$ cat src/rtl/nbsel_pkg.sv
package nbsel_pkg;

    localparam int NUM_NB   = 9;
    localparam int GRP_SIZE = 3;
    localparam int NUM_GRP  = NUM_NB / GRP_SIZE;

    // Sub-window index (A=0 .. I=8) of member s in first-level group g.
    // The order within a group is the tie-break priority.
    function automatic int member(input int g, input int s);
        int idx;
        case (g * GRP_SIZE + s)
            0: idx = 0;  // A
            1: idx = 4;  // E
            2: idx = 1;  // B
            3: idx = 7;  // H
            4: idx = 8;  // I
            5: idx = 5;  // F
            6: idx = 3;  // D
            7: idx = 6;  // G
            default: idx = 2;  // C
        endcase
        return idx;
    endfunction

endpackage

$ cat src/rtl/min3_sel.sv
module min3_sel #(
    parameter int EXT_W = 8,
    parameter int SUM_W = 12
) (
    input  logic [EXT_W-1:0] ext_a,
    input  logic [SUM_W-1:0] sum_a,
    input  logic [EXT_W-1:0] ext_b,
    input  logic [SUM_W-1:0] sum_b,
    input  logic [EXT_W-1:0] ext_c,
    input  logic [SUM_W-1:0] sum_c,
    output logic [EXT_W-1:0] ext_o,
    output logic [SUM_W-1:0] sum_o
);

    logic pick_a;
    logic pick_b;

    always_comb begin
        pick_a = (ext_a <= ext_b) && (ext_a <= ext_c);
        pick_b = !pick_a && (ext_b <= ext_c);
        if (pick_a) begin
            ext_o = ext_a;
            sum_o = sum_a;
        end else if (pick_b) begin
            ext_o = ext_b;
            sum_o = sum_b;
        end else begin
            ext_o = ext_c;
            sum_o = sum_c;
        end
    end


    always_comb begin
        min_bound_chk: assert ((ext_o <= ext_a) && (ext_o <= ext_b) && (ext_o <= ext_c))
            else $error("winner extent above an input extent");
    end


    always_comb begin
        pair_match_chk: assert (((ext_o == ext_a) && (sum_o == sum_a)) ||
                                ((ext_o == ext_b) && (sum_o == sum_b)) ||
                                ((ext_o == ext_c) && (sum_o == sum_c)))
            else $error("forwarded sum does not belong to forwarded extent");
    end

endmodule

$ cat src/rtl/mean_div9.sv
module mean_div9 #(
    parameter int SUM_W = 12,
    parameter int PIX_W = 8
) (
    input  logic [SUM_W-1:0] sum_i,
    output logic [PIX_W-1:0] pix_o
);

    localparam logic [SUM_W:0] PIX_MAX = (SUM_W+1)'((1 << PIX_W) - 1);

    logic [SUM_W:0] biased;
    logic [SUM_W:0] quot;
    logic           sat;

    always_comb begin
        biased = {1'b0, sum_i} + (SUM_W+1)'(4);
        quot   = biased / (SUM_W+1)'(9);
        sat    = quot > PIX_MAX;
        pix_o  = sat ? PIX_MAX[PIX_W-1:0] : quot[PIX_W-1:0];
    end


    always_comb begin
        round_err_chk: assert (sat ||
                               ((int'(pix_o) * 9 <= int'(sum_i) + 4) &&
                                (int'(sum_i) <= int'(pix_o) * 9 + 4)))
            else $error("mean not within rounding distance of sum/9");
    end

endmodule

$ cat src/rtl/nbhd_min_extent_sel.sv
module nbhd_min_extent_sel #(
    parameter int EXT_W = 8,
    parameter int SUM_W = 12,
    parameter int PIX_W = 8
) (
    input  logic                                 clk,
    input  logic                                 rst_n,
    input  logic                                 in_valid,
    input  logic [nbsel_pkg::NUM_NB*EXT_W-1:0]   ext_i,
    input  logic [nbsel_pkg::NUM_NB*SUM_W-1:0]   sum_i,
    output logic                                 out_valid,
    output logic [PIX_W-1:0]                     pix_o
);

    localparam int NG = nbsel_pkg::NUM_GRP;

    typedef struct packed {
        logic                       s1_valid;
        logic [NG-1:0][EXT_W-1:0]   g_ext;
        logic [NG-1:0][SUM_W-1:0]   g_sum;
        logic                       out_valid;
        logic [PIX_W-1:0]           pix;
    } pipe_t;

    pipe_t st_d;
    pipe_t st_q;

    logic [NG-1:0][EXT_W-1:0] grp_ext;
    logic [NG-1:0][SUM_W-1:0] grp_sum;
    logic [EXT_W-1:0]         fin_ext;
    logic [SUM_W-1:0]         fin_sum;
    logic [PIX_W-1:0]         mean_pix;

    // first level: one three-way comparator per group
    for (genvar g = 0; g < NG; g++) begin : g_grp
        localparam int M0 = nbsel_pkg::member(g, 0);
        localparam int M1 = nbsel_pkg::member(g, 1);
        localparam int M2 = nbsel_pkg::member(g, 2);
        min3_sel #(.EXT_W(EXT_W), .SUM_W(SUM_W)) u_cmp (
            .ext_a (ext_i[M0*EXT_W +: EXT_W]),
            .sum_a (sum_i[M0*SUM_W +: SUM_W]),
            .ext_b (ext_i[M1*EXT_W +: EXT_W]),
            .sum_b (sum_i[M1*SUM_W +: SUM_W]),
            .ext_c (ext_i[M2*EXT_W +: EXT_W]),
            .sum_c (sum_i[M2*SUM_W +: SUM_W]),
            .ext_o (grp_ext[g]),
            .sum_o (grp_sum[g])
        );
    end

    // second level: comparator across the registered group winners
    min3_sel #(.EXT_W(EXT_W), .SUM_W(SUM_W)) u_final (
        .ext_a (st_q.g_ext[0]),
        .sum_a (st_q.g_sum[0]),
        .ext_b (st_q.g_ext[1]),
        .sum_b (st_q.g_sum[1]),
        .ext_c (st_q.g_ext[2]),
        .sum_c (st_q.g_sum[2]),
        .ext_o (fin_ext),
        .sum_o (fin_sum)
    );

    mean_div9 #(.SUM_W(SUM_W), .PIX_W(PIX_W)) u_mean (
        .sum_i (fin_sum),
        .pix_o (mean_pix)
    );

    always_comb begin
        st_d           = st_q;
        st_d.s1_valid  = in_valid;
        if (in_valid) begin
            st_d.g_ext = grp_ext;
            st_d.g_sum = grp_sum;
        end
        st_d.out_valid = st_q.s1_valid;
        if (st_q.s1_valid) begin
            st_d.pix   = mean_pix;
        end
    end

    always_ff @(posedge clk or negedge rst_n) begin
        if (!rst_n) begin
            st_q <= '0;
        end else begin
            st_q <= st_d;
        end
    end

    assign out_valid = st_q.out_valid;
    assign pix_o     = st_q.pix;

    // cycles since reset release, saturating at 2, for the latency check
    logic [1:0] warm_q;
    always_ff @(posedge clk or negedge rst_n) begin
        if (!rst_n) begin
            warm_q <= '0;
        end else if (warm_q != 2'd2) begin
            warm_q <= warm_q + 2'd1;
        end
    end


    valid_latency_chk: assert property (@(posedge clk) disable iff (!rst_n)
        (warm_q == 2'd2) |-> (out_valid == $past(in_valid, 2)))
        else $error("out_valid does not follow in_valid by two clocks");


    hold_pix_chk: assert property (@(posedge clk) disable iff (!rst_n)
        !st_q.s1_valid |=> $stable(pix_o))
        else $error("pixel changed without a valid sample");


    always_comb begin
        if (rst_n) begin
            final_min_chk: assert ((fin_ext <= st_q.g_ext[0]) &&
                                   (fin_ext <= st_q.g_ext[1]) &&
                                   (fin_ext <= st_q.g_ext[2]))
                else $error("final winner above a group winner");
        end
    end

endmodule

$ cat config.mk
export PLATFORM = sky130hd
export DESIGN_NAME = nbhd_min_extent_sel
export DESIGN_NICKNAME = d
export VERILOG_FILES = /design/src/rtl/nbsel_pkg.sv /design/src/rtl/min3_sel.sv /design/src/rtl/mean_div9.sv /design/src/rtl/nbhd_min_extent_sel.sv
export SDC_FILE = /design/constraint.sdc
export NUM_CORES = 1
export LEC_CHECK = 0
export BUFFER_PORTS_ARGS = -buffer_cell sky130_fd_sc_hd__buf_2
export CAP_MARGIN = 20
export CORE_AREA = 5 5 142 144
export DETAILED_ROUTE_END_ITERATION = 10
export DIE_AREA = 0 0 147 149
export PLACE_DENSITY = 0.79
export SLEW_MARGIN = 40
export SYNTH_ARGS = -nofsm -noshare
export SYNTH_HDL_FRONTEND = slang
export SYNTH_HIERARCHICAL = 1
export SYNTH_SLANG_ARGS = --single-unit
$ cat constraint.sdc
create_clock -name clk -period 6.7 [get_ports clk]
set_input_delay 0.335 -clock clk [delete_from_list [all_inputs] [get_ports clk]]
set_output_delay 0.335 -clock clk [all_outputs]
set_load 0.05 [all_outputs]
==> Word-level counts from Yosys, hierarchy flattened <==
Index checks and enable logic that the tools add are counted.
W data, S select, Z words.
{ "totals": {"regBits": 70, "in_bits": 183, "out_inout_bits": 9, "elab_cells": 51} }
{ "classes": {"add_sub_neg": 1, "div_mod_pow": 1, "order_cmp": 13, "n_mux": 15, "n_reduce_logical": 12} }
{ "op_table": {"columns": ["cell", "n"], "rows": [
  ["$le A8 B8 Y1", 12],
  ["$mux W12", 8],
  ["$mux W8", 7],
  ["$add A12 B3 Y13 const B", 1],
  ["$div A13 B4 Y13 const B", 1],
  ["$gt A13 B8 Y1 const B", 1],
  ["$logic_and A1 B1 Y1", 8],
  ["$logic_not A1 Y1", 4]
]} }

==> Depth between registers and ports, before layout <==
{ "logic_depth": {"word_depth": 10, "mapped_depth": 33} }

==> Cells and area by module <==
The synthesis kept the hierarchy.
{ "by_module_without_submodules": {"columns": ["module", "instances", "cells_per_inst", "area_each_um2"], "rows": [
  ["min3_sel", 4, 117, 1182.4],
  ["nbhd_min_extent_sel", 1, 154, 2939.1],
  ["mean_div9", 1, 286, 1924.3]
]} }

==> Worst setup path before layout <==
Ideal clock, no wire load.
{ "synth_path": {"path_type": "register -> register", "start": "reg st_q[54] (netlist name)", "end": "reg st_q (netlist bit pix_o[0])", "arrival_time_ns": 6.248, "path_slack_ns": 0.327, "path_stages_with_launch": 30, "synth_period_minus_slack_ns": 6.373, "cell_sequence": "dfrtp_1 > ha_1 > nor2b_2 > o211ai_1 > a21oi_2 > o22ai_2 > buf_6 > mux2_4 > mux2_4 > ha_1 > buf_2 > nand2_1 > clkbuf_1 > nand2_1 > o211a_2 > and3b_1 > buf_6 > a221o_1 > o311a_1 > a221oi_2 > o2bb2ai_1 > o32ai_2 > a211o_1 > mux2_4 > ha_1 > nand2_1 > o31ai_1 > a211o_1 > o211ai_2 > mux2_2"} }
{ "synth_via": {"elab_chain_len": 10, "elab_cells_between_ends": 11, "cone_classes": "add/sub (1); div (1); order compare (3); mux (3); reduce/logical (3)"} }
{ "synth_lines": {"columns": ["element", "line_no", "source"], "rows": [
  ["start, declared", "nbhd_min_extent_sel.sv:26", "pipe_t st_q;"],
  ["start signal, assigned", "nbhd_min_extent_sel.sv:85", "st_q <= st_d;"],
  ["$le A8 B8 Y1", "min3_sel.sv:19", "pick_a = (ext_a <= ext_b) && (ext_a <= ext_c);"],
  ["$logic_and A1 B1 Y1", "min3_sel.sv:19", null],
  ["$logic_not A1 Y1", "min3_sel.sv:20", "pick_b = !pick_a && (ext_b <= ext_c);"],
  ["$logic_and A1 B1 Y1", "min3_sel.sv:20", null],
  ["$mux W12", "min3_sel.sv:24", "end else if (pick_b) begin"],
  ["$mux W12 (*)", "min3_sel.sv:21", "if (pick_a) begin"],
  ["named net fin_sum[3]", "nbhd_min_extent_sel.sv:31", "logic [SUM_W-1:0] fin_sum;"],
  ["$add A12 B3 Y13 (*)", "mean_div9.sv:16", "biased = {1'b0, sum_i} + (SUM_W+1)'(4);"],
  ["$div A13 B4 Y13 (*)", "mean_div9.sv:17", "quot = biased / (SUM_W+1)'(9);"],
  ["$gt A13 B8 Y1", "mean_div9.sv:18", "sat = quot > PIX_MAX;"],
  ["$mux W8 (*)", "mean_div9.sv:19", "pix_o = sat ? PIX_MAX[PIX_W-1:0] : quot[PIX_W-1:0];"],
  ["named net mean_pix[0]", "nbhd_min_extent_sel.sv:32", "logic [PIX_W-1:0] mean_pix;"]
]} }
Mark *: on every way through the listed nets, which the timed path passes. The rest lies on a longest branch.
A chain may end at the register's enable or synchronous reset.

==> Worst setup path in the final report <==
{ "layout_path": {"start": "reg st_q[48] (netlist name)", "end": "reg st_q (netlist bit pix_o[0])"} }
{ "layout_via": {"elab_chain_len": 10, "elab_cells_between_ends": 11, "cone_classes": "add/sub (1); div (1); order compare (3); mux (3); reduce/logical (3)"} }
{ "layout_lines": {"columns": ["element", "line_no"], "rows": [
  ["$le A8 B8 Y1", "min3_sel.sv:19"],
  ["$logic_and A1 B1 Y1 (*)", "min3_sel.sv:19"],
  ["$logic_not A1 Y1", "min3_sel.sv:20"],
  ["$logic_and A1 B1 Y1", "min3_sel.sv:20"],
  ["$mux W12", "min3_sel.sv:24"],
  ["$mux W12 (*)", "min3_sel.sv:21"],
  ["named net fin_sum[4]", "nbhd_min_extent_sel.sv:31"],
  ["$add A12 B3 Y13 (*)", "mean_div9.sv:16"],
  ["$div A13 B4 Y13 (*)", "mean_div9.sv:17"],
  ["$gt A13 B8 Y1", "mean_div9.sv:18"],
  ["$mux W8 (*)", "mean_div9.sv:19"],
  ["named net mean_pix[0]", "nbhd_min_extent_sel.sv:32"]
]} }
Marked as above.

==> run metrics <==
Worst-path clk slew=around 60 ps; antenna cells=0; all-layer global routing usage=a little over a fifth; fin crit share=101%; drt wl/cell=roughly 18 µm; remaining global-route overflow=0; vias per inst=5.86; Crit. End Element=flop; CP delay by family, top=compound AO/OA/AOI/OAI gates; Placed Area=10500 µm²; WHS=-19.5 ps; actual slew at the worst max-slew pin=~720 ps; largest net degree at the start of global routing=71; Worst Skew=approximately 8.3 ps; RSZ-0062 raised after global routing=true; clock sinks=70; share of cells above drive strength 1=47.6%; Clock Latency Late Sink=340 ps; status=complete, but fails checks; slowest stage cell, crit path=dfrtp_1; max incr delay on CP=410 ps; crit start category=flop; hold buffers post-CTS=0; core area=roughly 19000 µm²; area grow syn2layout=18.5%; Routed WL=between 20000 and 25000 µm; global-route wire length before repair=between 30000 and 40000 µm; PD cells=approximately 610 nW/µm²; Fin Setup TNS=-58.7 ps; Max Freq=between 0.1 and 0.15 GHz; DR DRC count=0; Setup WS post-layout=-58.7 ps; crit path time final=just under 7000 ps; worst hold path type=input pin to asynchronous set/reset pin; Post-Syn Area=around 9400 µm²; Port Buffers=between 150 and 200; die width=between 100 and 150 µm; gpl congestion=a little over 0.9; kind of critical path=flop to flop; crit path DAT=approximately 7000 ps; Setup-failing EPs final=1; Die Ht=149 µm; Starting Density=between 50% and 60%; most common cell after layout, fill and taps aside=buf_2; fill cell count=approximately 1600; row cnt=50; CTS H-tree lvls=3; post-route ant nets=0; final hold vios=10; Peak supply drop=~0.00055 V; Synth warnings=6; most frequent cells in the layout=189 x buf_2, 179 x mux2_4, 99 x ha_1; clock tree buffer depth=2; number of global-route vias before repair=7963; Buf/Inv on CP=4; I/O Pins=192; design area=about 11000 µm²; cts bufs inserted=9; Final #Nets=~1400; initial antenna violation count=0; LEAKAGE=about 0.0057 µW; Die ar.=~22000 µm²; Mean Syn Cell Area=around 11 µm²; Post-DP HPWL=approximately 20000 µm; Clock Tree Root=clkbuf_16; failing checks=hold timing, setup timing; routed vias=7849; Starting DRT DRC Count=473; max_cap viols=0; CP Max Fanout=10; Req. time, crit path=6920 ps; post-synthesis instance total=892; max-slew violations=0; CTS tree=yes; Slew headroom=between 50% and 60%; Net Count, Synth=approximately 1200; drt pass-1 iters=5
layer usage:
metal,up-vias,routed length [µm],global-route usage [%]
li1,3783,-,-
met1,3735,10300,27.0
met2,278,12000,37.0
met3,53,1290,3.25
met4,0,747,8.62
met5,-,0,0
path summary, 6_finish.rpt:
check	slack, ps	start	cells past startpoint	end
min in group clk	350	sum_i[91]	3	st_q[28]
max in group asynchronous	6240	rst_n	1	pix_o[3]
min reg2reg	510	pix_o[4]	1	pix_o[4]
min	-20	rst_n	1	st_q[45]
max	-60	st_q[48]	28	pix_o[0]
max reg2reg	-60	st_q[48]	28	pix_o[0]
where the power goes:
group	switching [µW]	leakage (µW)	internal (µW)
clock	191	0.000126	252
combinational	3080	0.00472	2640
sequential	73.5	0.000810	532
sequential cells by signal (all words and copies together), names as in the netlist:
name	count
st_q	60
pix_o	8
out_valid	1
st_d	1
what timing repair did:
| action | CTS | global route |
|---|---|---|
| buffers inserted | 1 | 21 |
| endpoints found under the setup margin | 1 | 1 |
| resized for setup | 1 | 31 |
| pin swaps | 5 | 20 |
stage by stage:
stage / power (µW) / setup WS (ps) / instances / util, % / hold WS [ps]
6_report: 6770 / -58.7 / 1340 / 59.9 / -19.5
5_1_grt: 7230 / -299 / 1340 / 59.9 / 58.3
4_1_cts: 6030 / 11.7 / 1319 / 58.2 / 17.8
3_5_place_dp: 5550 / -99.9 / 1302 / 56.7 / 386
3_3_place_gp: 5510 / 138 / 1299 / 56.4 / 491
2_1_floorplan: 4420 / 327 / 892 / - / 39.4
final cells by class:
| cell class | count | area (µm²) | share of cell area [%] |
|---|---|---|---|
| clock buffers | 10 | 229 | 2.06 |
| well taps | 234 | 293 | 2.63 |
| flip-flops and latches | 70 | 1750 | 15.7 |
| clock inverters | 6 | 45.0 | 0.404 |
| repair buffers | 251 | 1470 | 13.2 |
| multi-input cells | 697 | 7080 | 63.6 |
| inverters | 72 | 270 | 2.43 |
(Power assumes the default switching activity.)
